$ cat src/rtl/wt_pkg.sv
package wt_pkg;
   typedef enum logic [1:0] {
      ACT_NONE = 2'd0,
      ACT_SET  = 2'd1,
      ACT_CLR  = 2'd2,
      ACT_TGL  = 2'd3
   } wt_act_e;

   typedef struct packed {
      logic [5:0] rsv_hi;
      logic [1:0] evt_src;
      wt_act_e    b_sw;
      wt_act_e    b_ext;
      wt_act_e    b_c;
      wt_act_e    b_cmp;
      wt_act_e    a_sw;
      wt_act_e    a_ext;
      wt_act_e    a_c;
      wt_act_e    a_cmp;
      logic       rsv_lo;
      logic       evt_trg_en;
      logic [1:0] evt_edge;
      logic       dis_on_c;
      logic       stop_on_c;
      logic [1:0] wave_sel;
   } wt_mode_t;

   localparam int unsigned AD_CMD  = 0;
   localparam int unsigned AD_MODE = 1;
   localparam int unsigned AD_CMPA = 2;
   localparam int unsigned AD_CNT  = 5;
   localparam int unsigned NUM_CMP = 3;
   localparam int unsigned NUM_REQ = 4;
endpackage

$ cat src/rtl/wt_count_core.sv
module wt_count_core #(
   parameter int CNT_W = 16
) (
   input  logic             clk_i,
   input  logic             rst_ni,
   input  logic             tick_i,
   input  logic             trig_i,
   input  logic             en_cmd_i,
   input  logic             dis_cmd_i,
   input  logic             updown_i,
   input  logic             rc_trig_i,
   input  logic [CNT_W-1:0] rc_i,
   input  logic             c_hit_i,
   input  logic             stop_on_c_i,
   input  logic             dis_on_c_i,
   output logic [CNT_W-1:0] cnt_o,
   output logic [CNT_W-1:0] cnt_nxt_o,
   output logic             step_o,
   output logic             running_o
);
   localparam logic [CNT_W-1:0] CNT_MAX = '1;

   logic [CNT_W-1:0] cnt_q, cnt_n, top;
   logic             up_q, up_n;
   logic             en_q, halt_q;

   assign running_o = en_q & ~halt_q;
   assign step_o    = running_o & tick_i & ~trig_i;
   assign top       = rc_trig_i ? rc_i : CNT_MAX;

   always_comb begin
      cnt_n = cnt_q;
      up_n  = up_q;
      if (trig_i) begin
         cnt_n = '0;
         up_n  = 1'b1;
      end else if (step_o) begin
         if (!updown_i) begin
            up_n = 1'b1;
            if (rc_trig_i && (cnt_q >= rc_i)) cnt_n = '0;
            else                              cnt_n = cnt_q + 1'b1;
         end else if (up_q) begin
            if (cnt_q >= top) begin
               if (cnt_q != '0) begin
                  cnt_n = cnt_q - 1'b1;
                  up_n  = 1'b0;
               end
            end else begin
               cnt_n = cnt_q + 1'b1;
            end
         end else begin
            if (cnt_q == '0) begin
               up_n  = 1'b1;
               cnt_n = (top != '0) ? CNT_W'(1) : '0;
            end else begin
               cnt_n = cnt_q - 1'b1;
            end
         end
      end
   end

   always_ff @(posedge clk_i) begin
      if (!rst_ni) begin
         cnt_q  <= '0;
         up_q   <= 1'b1;
         en_q   <= 1'b0;
         halt_q <= 1'b0;
      end else begin
         cnt_q <= cnt_n;
         up_q  <= up_n;
         if (dis_cmd_i)                    en_q <= 1'b0;
         else if (en_cmd_i)                en_q <= 1'b1;
         else if (c_hit_i && dis_on_c_i)   en_q <= 1'b0;
         if (en_cmd_i || trig_i)           halt_q <= 1'b0;
         else if (c_hit_i && stop_on_c_i)  halt_q <= 1'b1;
      end
   end

   assign cnt_o     = cnt_q;
   assign cnt_nxt_o = cnt_n;
endmodule

$ cat src/rtl/wt_evt_edge.sv
module wt_evt_edge #(
   parameter int SRC_N = 4
) (
   input  logic             clk_i,
   input  logic             rst_ni,
   input  logic [SRC_N-1:0] src_i,
   input  logic [1:0]       sel_i,
   input  logic [1:0]       edge_i,
   output logic             evt_o
);
   logic [SRC_N-1:0] prev_q;
   logic [3:0]       cur_pad, prev_pad;
   logic             cur, prv;

   always_comb begin
      cur_pad  = '0;
      prev_pad = '0;
      cur_pad[SRC_N-1:0]  = src_i;
      prev_pad[SRC_N-1:0] = prev_q;
      cur = cur_pad[sel_i];
      prv = prev_pad[sel_i];
      unique case (edge_i)
         2'd1:    evt_o = cur & ~prv;
         2'd2:    evt_o = ~cur & prv;
         2'd3:    evt_o = cur ^ prv;
         default: evt_o = 1'b0;
      endcase
   end

   always_ff @(posedge clk_i) begin
      if (!rst_ni) prev_q <= '0;
      else         prev_q <= src_i;
   end
endmodule

$ cat src/rtl/wt_out_action.sv
module wt_out_action
   import wt_pkg::*;
#(
   parameter int REQ_N = 4
) (
   input  logic                  clk_i,
   input  logic                  rst_ni,
   input  logic [REQ_N-1:0]      req_i,
   input  logic [REQ_N-1:0][1:0] act_i,
   output logic                  q_o
);
   wt_act_e sel;
   logic    q_q, q_n;

   always_comb begin
      sel = ACT_NONE;
      for (int i = 0; i < REQ_N; i++) begin
         if (req_i[i] && (wt_act_e'(act_i[i]) != ACT_NONE)) sel = wt_act_e'(act_i[i]);
      end
      unique case (sel)
         ACT_SET: q_n = 1'b1;
         ACT_CLR: q_n = 1'b0;
         ACT_TGL: q_n = ~q_q;
         default: q_n = q_q;
      endcase
   end

   always_ff @(posedge clk_i) begin
      if (!rst_ni) q_q <= 1'b0;
      else         q_q <= q_n;
   end

   assign q_o = q_q;
endmodule

$ cat src/rtl/wavetimer_ch.sv
module wavetimer_ch
   import wt_pkg::*;
#(
   parameter int CNT_W  = 16,
   parameter int SRC_N  = 4,
   parameter int ADDR_W = 3
) (
   input  logic              clk_i,
   input  logic              rst_ni,
   input  logic              reg_wr_i,
   input  logic [ADDR_W-1:0] reg_addr_i,
   input  logic [31:0]       reg_wdata_i,
   output logic [31:0]       reg_rdata_o,
   input  logic              tick_i,
   input  logic [SRC_N-1:0]  evt_src_i,
   output logic              wave_a_o,
   output logic              wave_b_o
);
   if (CNT_W < 2 || CNT_W > 32) begin : g_bad_cnt_w
      $error("wavetimer_ch: CNT_W must lie in 2..32");
   end
   if (SRC_N < 1 || SRC_N > 4) begin : g_bad_src_n
      $error("wavetimer_ch: SRC_N must lie in 1..4");
   end
   if (ADDR_W < 3) begin : g_bad_addr_w
      $error("wavetimer_ch: ADDR_W must be at least 3");
   end

   wt_mode_t         mode_q;
   logic [CNT_W-1:0] cmp_q [NUM_CMP];
   logic [CNT_W-1:0] cnt, cnt_nxt;
   logic [NUM_CMP-1:0] hit;
   logic             step, running, trig, sw_trg, ext_evt;
   logic             en_cmd, dis_cmd, cmd_wr;
   logic [1:0]       wave_q;
   logic [1:0][NUM_REQ-1:0][1:0] acts;
   logic [1:0][NUM_REQ-1:0]      reqs;

   assign cmd_wr  = reg_wr_i && (reg_addr_i == ADDR_W'(AD_CMD));
   assign en_cmd  = cmd_wr & reg_wdata_i[0];
   assign dis_cmd = cmd_wr & reg_wdata_i[1];
   assign sw_trg  = cmd_wr & reg_wdata_i[2];
   assign trig    = sw_trg | (ext_evt & mode_q.evt_trg_en);

   always_ff @(posedge clk_i) begin
      if (!rst_ni) begin
         mode_q <= '0;
         for (int k = 0; k < NUM_CMP; k++) cmp_q[k] <= '0;
      end else if (reg_wr_i) begin
         if (reg_addr_i == ADDR_W'(AD_MODE)) mode_q <= wt_mode_t'(reg_wdata_i);
         for (int k = 0; k < NUM_CMP; k++) begin
            if (reg_addr_i == ADDR_W'(AD_CMPA + k)) cmp_q[k] <= reg_wdata_i[CNT_W-1:0];
         end
      end
   end

   wt_evt_edge #(.SRC_N(SRC_N)) u_evt (
      .clk_i  (clk_i),
      .rst_ni (rst_ni),
      .src_i  (evt_src_i),
      .sel_i  (mode_q.evt_src),
      .edge_i (mode_q.evt_edge),
      .evt_o  (ext_evt)
   );

   wt_count_core #(.CNT_W(CNT_W)) u_core (
      .clk_i       (clk_i),
      .rst_ni      (rst_ni),
      .tick_i      (tick_i),
      .trig_i      (trig),
      .en_cmd_i    (en_cmd),
      .dis_cmd_i   (dis_cmd),
      .updown_i    (mode_q.wave_sel[0]),
      .rc_trig_i   (mode_q.wave_sel[1]),
      .rc_i        (cmp_q[2]),
      .c_hit_i     (hit[2]),
      .stop_on_c_i (mode_q.stop_on_c),
      .dis_on_c_i  (mode_q.dis_on_c),
      .cnt_o       (cnt),
      .cnt_nxt_o   (cnt_nxt),
      .step_o      (step),
      .running_o   (running)
   );

   always_comb begin
      for (int k = 0; k < NUM_CMP; k++) hit[k] = step && (cnt_nxt == cmp_q[k]);
   end

   // request order, lowest priority first: own match, C match, external, software
   always_comb begin
      acts[0] = {mode_q.a_sw, mode_q.a_ext, mode_q.a_c, mode_q.a_cmp};
      acts[1] = {mode_q.b_sw, mode_q.b_ext, mode_q.b_c, mode_q.b_cmp};
      reqs[0] = {sw_trg, ext_evt, hit[2], hit[0]};
      reqs[1] = {sw_trg, ext_evt, hit[2], hit[1]};
   end

   for (genvar g = 0; g < 2; g++) begin : g_out
      wt_out_action #(.REQ_N(NUM_REQ)) u_act (
         .clk_i  (clk_i),
         .rst_ni (rst_ni),
         .req_i  (reqs[g]),
         .act_i  (acts[g]),
         .q_o    (wave_q[g])
      );
   end

   assign wave_a_o = wave_q[0];
   assign wave_b_o = wave_q[1];

   always_comb begin
      reg_rdata_o = '0;
      case (reg_addr_i)
         ADDR_W'(AD_CMD):      reg_rdata_o = {13'd0, wave_q[1], wave_q[0], running, 16'd0};
         ADDR_W'(AD_MODE):     reg_rdata_o = mode_q;
         ADDR_W'(AD_CMPA):     reg_rdata_o = 32'(cmp_q[0]);
         ADDR_W'(AD_CMPA + 1): reg_rdata_o = 32'(cmp_q[1]);
         ADDR_W'(AD_CMPA + 2): reg_rdata_o = 32'(cmp_q[2]);
         ADDR_W'(AD_CNT):      reg_rdata_o = 32'(cnt);
         default:              reg_rdata_o = '0;
      endcase
   end
endmodule

$ cat config.mk
export PLATFORM = sky130hd
export DESIGN_NAME = wavetimer_ch
export DESIGN_NICKNAME = d
export VERILOG_FILES = /design/src/rtl/wt_pkg.sv /design/src/rtl/wt_count_core.sv /design/src/rtl/wt_evt_edge.sv /design/src/rtl/wt_out_action.sv /design/src/rtl/wavetimer_ch.sv
export SDC_FILE = /design/constraint.sdc
export NUM_CORES = 1
export LEC_CHECK = 0
export BUFFER_PORTS_ARGS = -buffer_cell sky130_fd_sc_hd__clkbuf_2
export CORE_MARGIN = 5
export CORE_UTILIZATION = 45
export DETAILED_ROUTE_END_ITERATION = 8
export PLACE_DENSITY = 0.63
export SLEW_MARGIN = 20
export SYNTH_ARGS = -nofsm -noshare
export SYNTH_HDL_FRONTEND = slang
export SYNTH_SLANG_ARGS = --single-unit
$ cat constraint.sdc
create_clock -name clk_i -period 12.7 [get_ports clk_i]
set_clock_uncertainty 0.05 [all_clocks]
set_input_delay 0 -clock clk_i [delete_from_list [all_inputs] [get_ports clk_i]]
set_output_delay 0 -clock clk_i [all_outputs]
set_load 0.01 [all_outputs]
# After elaboration in Yosys (flattened, before gate mapping)
# Memories as Yosys holds them, arrays and structs flattened.
# Index checks and enable logic that the tools add are counted.
# W data, S select, Z words.
dict set report word_totals {
  ff_bits 57
  mem_bits_rw 48
  memories 1
}
dict set report op_classes {
  n_addsub 2
  magnitude_cmp 3
  n_eq_ne 17
  mux 49
  bitwise_logic 21
  n_reduce_logical 35
}
# name words width rd rd_ports_with_merged_regs write_ports line
set memory_table {}
lappend memory_table {cmp_q 3 16 3 0 3 wavetimer_ch.sv:30} ;# logic [CNT_W-1:0] cmp_q [NUM_CMP];
# cell n
set op_table {}
lappend op_table {{$mux W16} 12}
lappend op_table {{$pmux W32 S6} 1}
lappend op_table {{$eq A16 B16 Y1} 3}
lappend op_table {{$ge A16 B16 Y1} 2}
lappend op_table {{$reduce_bool A16 Y1} 2}
lappend op_table {{$mux W1} 23}
lappend op_table {{$reduce_bool A2 Y1} 9}
lappend op_table {{$add A16 B1 Y16 const B} 1}
lappend op_table {{$logic_not A16 Y1} 1}
lappend op_table {{$mux W2} 8}
lappend op_table {{$sub A16 B1 Y16 const B} 1}
lappend op_table {{$logic_and A1 B1 Y1} 15}
lappend op_table {{$eq A2 B2 Y1 const B} 6}
lappend op_table {{$and A1 B1 Y1} 9}
lappend op_table {{$pmux W1 S3} 3}
lappend op_table {{$not A1 Y1} 7}
lappend op_table {{$eq A2 B1 Y1 const B} 3}
lappend op_table {{$eq A3 B2 Y1 const B} 2}
lappend op_table {{$eq A3 B3 Y1 const B} 2}
lappend op_table {{$reduce_bool A3 Y1} 2}
lappend op_table {{$reduce_or A2 Y1} 3}
lappend op_table {{$bmux W1 S2} 2}
lappend op_table {{$or A1 B1 Y1} 4}
lappend op_table {{$eq A3 B1 Y1 const B} 1}
lappend op_table {{other kinds (5)} 5}

# Depth between registers and ports, before layout
# Gate-level depths: netlist of run 1.
dict set report depth {
  ltp_word 20
  mapped_depth 19
  mapped_depth_nobuf 16
}

# By module
# From an unflattened synthesis of run 1, not the netlist that was laid out.
dict set report unflattened {
  hier_cells 783
  hier_area_um2 7075.5
}
# module instances cells_per_inst area_per_inst_um2 seq_area_each_um2
set modules_own_cells {}
lappend modules_own_cells {wavetimer_ch 1 387 4043.9 2082.0}
lappend modules_own_cells {wt_count_core 1 353 2632.5 380.4}
lappend modules_own_cells {wt_evt_edge 1 19 209.0 80.1}
lappend modules_own_cells {wt_out_action 2 12 95.1 20.0}

# Worst setup path after synthesis of run 1
# OpenSTA, ideal clock, no wires.
dict set report synth_timing {
  path_kind {reg2reg}
  start {register mode_q[1] in the netlist's numbering}
  end {register g_out[0].u_act.q_q}
  arrival_ns 4.249
  slack_ns 8.342
  path_stages_with_launch 19
  n_path_buf 3
  period_less_slack_ns 4.358
  cell_sequence {dfxtp_1 clkbuf_1 clkbuf_1 nand2_1 ha_1 nand2b_4 a2111oi_4 o32ai_4 o31ai_2 buf_2 a41oi_1 nor4b_1 nand4_1 nor4_2 nand3_2 o31a_1 o22a_1 a31oi_1 o31a_1}
}
dict set report synth_via {
  elab_chain_len 17
  elab_cells_between_ends 27
  cone_classes {1 x order compare; 5 x eq/ne; 14 x mux; 7 x reduce/logical}
}
# element line
set synth_rtl {}
lappend synth_rtl {{start: declaration} wavetimer_ch.sv:29} ;# wt_mode_t mode_q;
lappend synth_rtl {{start signal: assignment} wavetimer_ch.sv:50} ;# if (reg_addr_i == ADDR_W'(AD_MODE)) mode_q <= wt_mode_t'(reg_wdata_i);
lappend synth_rtl {{parallel branches: the longest is 5 deep, another holds $ge A16 B16 Y1} -}
lappend synth_rtl {{$mux W16 (*)} wt_count_core.sv:38} ;# if (!updown_i) begin
lappend synth_rtl {{$mux W16 (*)} wt_count_core.sv:37} ;# end else if (step_o) begin
lappend synth_rtl {{$mux W16 (*)} wt_count_core.sv:34} ;# if (trig_i) begin
lappend synth_rtl {{$eq A16 B16 Y1} wavetimer_ch.sv:86} ;# for (int k = 0; k < NUM_CMP; k++) hit[k] = step && (cnt_nxt == cmp_q[k]);
lappend synth_rtl {{$logic_and A1 B1 Y1} wavetimer_ch.sv:86}
lappend synth_rtl {{$logic_and A1 B1 Y1} wt_out_action.sv:18} ;# if (req_i[i] && (wt_act_e'(act_i[i]) != ACT_NONE)) sel = wt_act_e'(act_i[i]);
lappend synth_rtl {{$mux W2} wt_out_action.sv:18}
lappend synth_rtl {{$mux W2 (*) (3 in a row)} wt_out_action.sv:18}
lappend synth_rtl {{$eq A2 B2 Y1 or $eq A2 B1 Y1 (tied branches)} wt_out_action.sv:20} ;# unique case (sel)
lappend synth_rtl {{$pmux W1 S3 or $reduce_bool A3 Y1 (tied branches)} -}
lappend synth_rtl {{end signal: assignment} wt_out_action.sv:30} ;# else q_q <= q_n;
lappend synth_rtl {{end: declaration} wt_out_action.sv:13} ;# logic q_q, q_n;
# Every way passes the cells marked *.
# A chain may end at the register's enable or synchronous reset.

# Worst setup path in the final report of run 1
dict set report layout_timing {
  start {register mode_q[24] in the netlist's numbering}
  end {register u_core.en_q}
}
dict set report layout_via {
  elab_chain_len 15
  elab_cells_between_ends 20
  cone_classes {1 x eq/ne; 7 x mux; 9 x bitwise; 3 x reduce/logical}
}
# element line
set layout_rtl {}
lappend layout_rtl {{$bmux W1 S2 (on tied branches)} {wt_evt_edge.sv:20, wt_evt_edge.sv:21}}
lappend layout_rtl {{$mux W1 (on tied branches)} {wt_evt_edge.sv:20, wt_evt_edge.sv:21}}
lappend layout_rtl {{$not A1 Y1 (on tied branches)} {wt_evt_edge.sv:24, wt_evt_edge.sv:23}}
lappend layout_rtl {{$and A1 B1 Y1 (on tied branches)} {wt_evt_edge.sv:24, wt_evt_edge.sv:23}}
lappend layout_rtl {{$pmux W1 S3 (*)} wt_evt_edge.sv:22} ;# unique case (edge_i)
lappend layout_rtl {{$and A1 B1 Y1 (*)} wavetimer_ch.sv:43} ;# assign trig = sw_trg | (ext_evt & mode_q.evt_trg_en);
lappend layout_rtl {{$or A1 B1 Y1 (*)} wavetimer_ch.sv:43}
lappend layout_rtl {{$not A1 Y1} wt_count_core.sv:28} ;# assign step_o = running_o & tick_i & ~trig_i;
lappend layout_rtl {{$and A1 B1 Y1} wt_count_core.sv:28}
lappend layout_rtl {{$mux W16} wt_count_core.sv:37}
lappend layout_rtl {{$mux W16} wt_count_core.sv:34}
lappend layout_rtl {{$eq A16 B16 Y1} wavetimer_ch.sv:86}
lappend layout_rtl {{$logic_and A1 B1 Y1 (*)} wavetimer_ch.sv:86}
lappend layout_rtl {{$logic_and A1 B1 Y1 (*)} wt_count_core.sv:73} ;# else if (c_hit_i && dis_on_c_i) en_q <= 1'b0;
lappend layout_rtl {{$reduce_bool A2 Y1 (no source line) (*)} -}
lappend layout_rtl {{end signal: assignment} wt_count_core.sv:71} ;# if (dis_cmd_i) en_q <= 1'b0;
lappend layout_rtl {{end signal: assignment} wt_count_core.sv:72} ;# else if (en_cmd_i) en_q <= 1'b1;
lappend layout_rtl {{end signal: assignment} wt_count_core.sv:73}
lappend layout_rtl {{end: declaration} wt_count_core.sv:25} ;# logic en_q, halt_q;
# Mark *: on every way between the ends. The rest lies on a longest branch, timed or not. The select of a mux whose other input is x is not followed.

==> results of run 1 <==
==> through the flow <==
stage	total power, W	hold WS [ps]	util
2_1_floorplan	0.000453	60.3	-
3_3_place_gp	0.000498	172	0.486
3_5_place_dp	0.000498	178	0.486
4_1_cts	0.000783	89.7	0.524
5_1_grt	0.000809	123	0.524
6_report	0.000780	88.5	0.524
==> repair_timing <==
action	4_1_cts	5_1_grt
hold endpoints to repair	80	0
endpoints found under the setup margin	0	0
hold buffers	37	0
==> final cells by class <==
| cell class | instances | area share |
|---|---|---|
| Multi-Input combinational cell | 725 | 0.544 |
| Sequential cell | 105 | 0.286 |
| Timing Repair Buffer | 123 | 0.0914 |
| Tap cell | 225 | 0.0312 |
| Clock buffer | 10 | 0.0253 |
| Inverter | 38 | 0.0158 |
| Clock inverter | 6 | 0.00637 |
==> how the worst min path moves through the flow <==
stage | slack [ps] | startpoint | to
finish | 90 | rst_ni | g_out[0].u_act.q_o
global route | 120 | rst_ni | g_out[0].u_act.q_o
CTS | 90 | rst_ni | g_out[0].u_act.q_o
detailed placement | 180 | reg_wdata_i[20] | acts[12]
global placement | 170 | evt_src_i[3] | u_evt.prev_pad[3]
floorplan | 60 | reg_wdata_i[1] | u_core.en_q
==> cell families (layout without fill, tap and decap cells) <==
kind of cell / Yosys count / count (layout) / share of synthesized area
compound gates: 252 / 252 / 0.240
xor+xnor: 45 / 45 / 0.0500
fa+ha+maj: 36 / 36 / 0.0571
buf+inv: 99 / 177 / 0.0503
flops: 105 / 105 / 0.328
mux: 26 / 26 / 0.0362
simple gates: 366 / 366 / 0.238
==> power by group <==
group / internal [W] / switching [W]
Clock: 0.000138 / 0.000140
Sequential: 0.000370 / 0.0000249
Combinational: 0.0000447 / 0.0000626
==> cells in the mapped netlist, types with 15 or more instances <==
cell type / instances
and2_1: 43
a221o_1: 18
ha_1: 36
nor3_1: 24
nand3_1: 18
xor2_1: 22
inv_1: 37
nor4_1: 16
xnor2_1: 23
mux2i_1: 24
nor2_1: 51
edfxtp_1: 48
a21oi_1: 53
o211ai_1: 15
nand2_1: 125
a211oi_1: 16
clkbuf_1: 46
dfxtp_1: 57
nor2b_1: 22
o21ai_0: 42
==> registers in the layout, summed over array words and instances (netlist names) <==
signal           cells
u_core.halt_q        1
u_core.en_q          1
u_evt.prev_pad       4
u_core.up_q          1
u_core.cnt_o        16
acts                16
cmp_q               48
mode_q              16
g_out.u_act.q_o      2
==> worst register-to-register path, stage by stage (launching register included) <==
cell           delay [ps]
dfxtp_1               420
mux4_2                550
ha_1                  280
nand2b_1              150
a311oi_1              970
or3_1                 580
o32a_1                250
a211oi_1               50
a221oi_1              240
nand4_1               150
nor4_2                550
nand3_2               240
o21ai_0               230
a221oi_1              100
dlygate4sd3_1         590
==> per-layer routing <==
metal  up-vias  GRT usage  wire, um
li1       3609          -         -
met2       463      0.453     13000
met5         -          0         0
met3        91     0.0598      2740
met1      3658      0.386     12000
met4         0      0.119      1290
==> results.tsv, run 1 <==
stage	metric	value	unit
clock_network	clockRootBuffer	clkbuf_16	
grt	grt_max_degree	44	
setup_path	arrival	5700	ps
clock_network	numCtsBuffers	9	
layout	nets	1081	
layout	antenna_cells	0	
logic_synthesis	yosys.cell_types.count	86	
detailed_routing	drt_first_pass_iters	5	
floorplan	dieArea	20300	um^2
clock_network	cts_max_level	3	
layout	layout_commonest_cell	nand2_1	
placed_design	globalplace.congestion	1.00	
setup_path	crit_fanout	16	
sta	layout_min_cycle_time	5490	ps
setup_path	r2r_end	u_core.en_q	
logic_synthesis	synth_area	7880	um^2
logic_synthesis	synth_top_cell_area_share	0.183	
logic_synthesis	synth_edf_count	48	
setup_path	worstRegToRegCells	14	
setup_path	path_buf_inv	1	
placed_design	place_inst	1179	
setup_path	criticalPathCategory	flip-flop to flip-flop	
sta	fin_ws	7210	ps
setup_path	cp.depth	14	
sta	rsz0062_at_grt	false	
grt	grt_pass1_vias	7578	
setup_path	cp_slowest_cell	a311oi_1	
sta	setup_tns	0	ps
setup_path	crit_top_cell	a221oi_1	
grt	grtUsageTotal	0.288	
sta	tightest_slew	1150	ps
clock_network	cts_tree	built	
layout	layout_common_cells	nand2_1, clkbuf_2, dfxtp_1, a21oi_1, nor2_1	
layout	fillerInstances	1600	
clock_network	cts_resized	0	
detailed_routing	post_drt_wl_per_cell	23.6	um
logic_synthesis	synthFlopType	dfxtp_1	
logic_synthesis	synthCells	929	
sta	max_freq	182	MHz
layout	final_area	9040	um^2
status	status	finished clean	
clock_network	post_cts_buffers	0	
placed_design	post-place-ws	7550	ps
placed_design	hpwl	21300	um
setup_path	cp.required	12900	ps
detailed_routing	vias	7821	
sta	setup_viol	0	
worst_hold_path	hp-class	input pin to flip-flop	
worst_hold_path	hold-path-cell-count	2	
sta	maxSlewHeadroom	0.228	
layout	drive_gt1_frac	0.129	
grt	antenna_found_initial	0	
floorplan	die_x	142	um
layout	multi_input_area	4920	um^2
floorplan	io_pins	77	
clock_network	path_clk_slew	80	ps
sta	drv_slew	0	
setup_path	worstPathCellList	mux4_2 > ha_1 > nand2b_1 > a311oi_1 > or3_1 > o32a_1 > a211oi_1 > a221oi_1 > nand4_1 > nor4_2 > nand3_2 > o21ai_0 > a221oi_1 > dlygate4sd3_1	
logic_synthesis	ys_async_sr_fraction	0	
clock_network	clk_path_buf_depth	2	
setup_path	reg2reg_from	mode_q[24]	
detailed_routing	drcViolationCount	0	
pwr	power_density	86.3	nW/um^2
detailed_routing	ant_nets	0	
grt	grt_pass1_wl	44900	um
setup_path	crit_path_max_incr_delay	970	ps
logic_synthesis	ys_ff_latch	105	
placed_design	io_buffers	76	
floorplan	start_util	0.457	
pwr	leakage	3.41	nW
setup_path	r2r_slack	7210	ps
clock_network	clkSinkCount	105	
setup_path	worstSetupStartpoint	mode_q[24]	
logic_synthesis	synth_top_cell_by_area	edfxtp_1	
job	cap_violations	0	
logic_synthesis	seq_area_frac_synth	0.328	
logic_synthesis	synth_fp_nets	1008	
setup_path	cp-end-kind	flip-flop	
layout	final-seq-area	2580	um^2
detailed_routing	vias_per_cell	6.35	
floorplan	rows	48	
floorplan	core_area	17200	um^2
logic_synthesis	ys_warn_count	0	
logic_synthesis	avgSynthCellArea	8.48	um^2
pwr	irDropWorstVdd	69.4	uV
sta	hold_violations	0	
detailed_routing	drtIter0Drc	880	
grt	gr-total-overflow	0	
layout	syn2layout_area_growth	14.6	%
setup_path	cp-endpoint	u_core.en_q	
detailed_routing	totalWireLength	29100	um
floorplan	die_h	142	um
setup_path	crit_family	compound AO/OA/AOI/OAI gates	
placed_design	postPlaceCellArea	8380	um^2
layout	final_cells	1232	
setup_path	cp-start-kind	flip-flop	
sta	post-route-period-util	0.432	
logic_synthesis	synthTopCellsByArea	edfxtp_1, dfxtp_1, nand2_1	
clock_network	clk_latency	360	ps
Power figures use the tool's default switching activity.
==> run 2, diff against run 1 <==
Clock period 12.7 ns to 5.3 ns, I/O delays scaled along.
==> run 2 against run 1 <==
Effect of this change:
- routed wire length up 5.1%
- clock-buffer cell count unchanged
- global-route usage up 1.4 points
- via count up 4.1%
- clock power up 140%
- non-clock buffer count up 35
- critical endpoint is now g_out[0].u_act.q_o
- first-iteration DRC count up 4.7%
- critical path type unchanged
- cell count up 2.8%
==> results.tsv, run 2 (synthesis gave the netlist of run 1 again) <==
stage	metric	value	unit	change
setup_path	cp.required	5550	ps	-7350 ps
setup_path	cp-start-kind	flip-flop		
detailed_routing	drtIter0Drc	921		+4.7%
status	status	finished clean		
clock_network	clockRootBuffer	clkbuf_16		
floorplan	dieArea	20300	um^2	unchanged
sta	maxSlewHeadroom	0.373		+0.144
layout	antenna_cells	0		unchanged
setup_path	arrival	5200	ps	-500 ps
grt	grt_pass1_vias	7785		+2.7%
layout	largest_reg_flops	48		unchanged
clock_network	clk_latency	360	ps	about the same
clock_network	path_clk_slew	80	ps	about the same
placed_design	io_buffers	76		unchanged
clock_network	post_cts_buffers	0		unchanged
clock_network	numCtsBuffers	9		unchanged
layout	layout_commonest_cell	nand2_1		
setup_path	criticalPathCategory	flip-flop to flip-flop		
floorplan	die_h	142	um	unchanged
sta	setup_tns	0	ps	unchanged
detailed_routing	vias	8141		+4.1%
layout	final_area	9330	um^2	+3.3%
setup_path	crit_fanout	24		+8
detailed_routing	drt_first_pass_iters	5		unchanged
sta	setup_viol	0		unchanged
sta	rsz0062_at_grt	false		
placed_design	postPlaceCellArea	8660	um^2	+3.4%
clock_network	clkSinkCount	105		unchanged
layout	drive_gt1_frac	0.159		+0.0302
sta	tightest_slew	937	ps	-213 ps
detailed_routing	drcViolationCount	0		unchanged
placed_design	place_inst	1214		+3.0%
floorplan	start_util	0.457		unchanged
sta	post-route-period-util	0.936		+0.503
clock_network	cts_max_level	3		unchanged
grt	grt_pass1_wl	46500	um	+3.5%
setup_path	cp-end-kind	flip-flop		
layout	syn2layout_area_growth	18.4	%	
layout	nets	1116		+3.2%
pwr	leakage	3.60	nW	+5.5%
detailed_routing	vias_per_cell	6.43		+1.2%
job	cap_violations	0		unchanged
layout	layout_common_cells	nand2_1, clkbuf_2, dfxtp_1, a21oi_1, nor2_1		
layout	final_cells	1267		+2.8%
detailed_routing	post_drt_wl_per_cell	24.1	um	+2.2%
clock_network	clk_path_buf_depth	2		unchanged
sta	drv_slew	0		unchanged
sta	max_freq	202	MHz	+11%
grt	antenna_found_initial	0		unchanged
pwr	power_density	201	nW/um^2	+130%
floorplan	die_x	142	um	unchanged
floorplan	io_pins	77		unchanged
floorplan	core_area	17200	um^2	unchanged
pwr	total_power	0.00188	W	+140%
sta	whs	164	ps	+75.8 ps
clock_network	cts_tree	built		
floorplan	rows	48		unchanged
detailed_routing	ant_nets	0		unchanged
worst_hold_path	hp-class	input pin to flip-flop		
layout	largest_register	cmp_q		
detailed_routing	totalWireLength	30500	um	+5.1%
placed_design	globalplace.congestion	1.02		+1.4%
placed_design	hpwl	23000	um	+7.9%
grt	grtUsageTotal	0.302		+0.0138
pwr	irDropWorstVdd	244	uV	+250%
grt	gr-total-overflow	0		unchanged
sta	layout_min_cycle_time	4960	ps	-533 ps
grt	grt_max_degree	44		unchanged
sta	hold_violations	0		unchanged
## run 2: area by class of cell
| class | instances | area [um^2] |
|---|---|---|
| repair buffers | 158 | 1110 |
| inverters | 38 | 143 |
| multi-input cells | 725 | 4920 |
| fillers | 1585 | 7910 |
| clock inverters | 6 | 57.6 |
| well taps | 225 | 282 |
| flip-flops and latches | 105 | 2580 |
| clock buffers | 10 | 229 |
## run 2: power by group
part           internal [W]  total, W  leakage (nW)  switching (W)
registers          0.000885  0.000933         0.927      0.0000474
clock network      0.000330  0.000658         0.141       0.000328
logic              0.000116  0.000285          2.53       0.000169
## run 2: layer usage
metal  vias up  wire (um)  track usage
li1       3677          -            -
met1      3823      12500        0.408
met2       515      13400        0.468
met3       126       3020       0.0591
met4         0       1590        0.139
met5         -          0            0
## run 2: worst paths after layout
path	startpoint	endpoint	slack, ps	cells after the start
min	reg_wr_i	u_core.en_q	160	4
max reg2reg	mode_q[1]	g_out[0].u_act.q_o	340	15
min reg2reg	mode_q[31]	mode_q[31]	400	2
max	mode_q[1]	g_out[0].u_act.q_o	340	15
## run 2: worst max-delay path: stages, from the launching register on
cell and delay, ps:
dfxtp_2 580, nor2b_1 250, ha_1 290, nand4_1 180, o21bai_1 110, nor3_1 520
a31oi_4 260, nor4_1 510, o22ai_1 270, o311a_1 430, nor4_4 420, nand3_2 230
o31a_1 300, o22a_1 210, a31oi_1 160, o31a_1 130
## run 2: through the flow
| stage | setup slack, ps | utilization |
|---|---|---|
| 2_1_floorplan | 942 | - |
| 3_3_place_gp | 304 | 0.503 |
| 6_report | 342 | 0.541 |
| 5_1_grt | 144 | 0.541 |
| 4_1_cts | 179 | 0.541 |
| 3_5_place_dp | 192 | 0.503 |
## run 2: what timing repair did
action | 4_1_cts | 5_1_grt
gates resized for setup | 0 | 3
hold endpoints to repair | 74 | 0
hold buffers | 37 | 0
setup endpoints to repair | 0 | 2
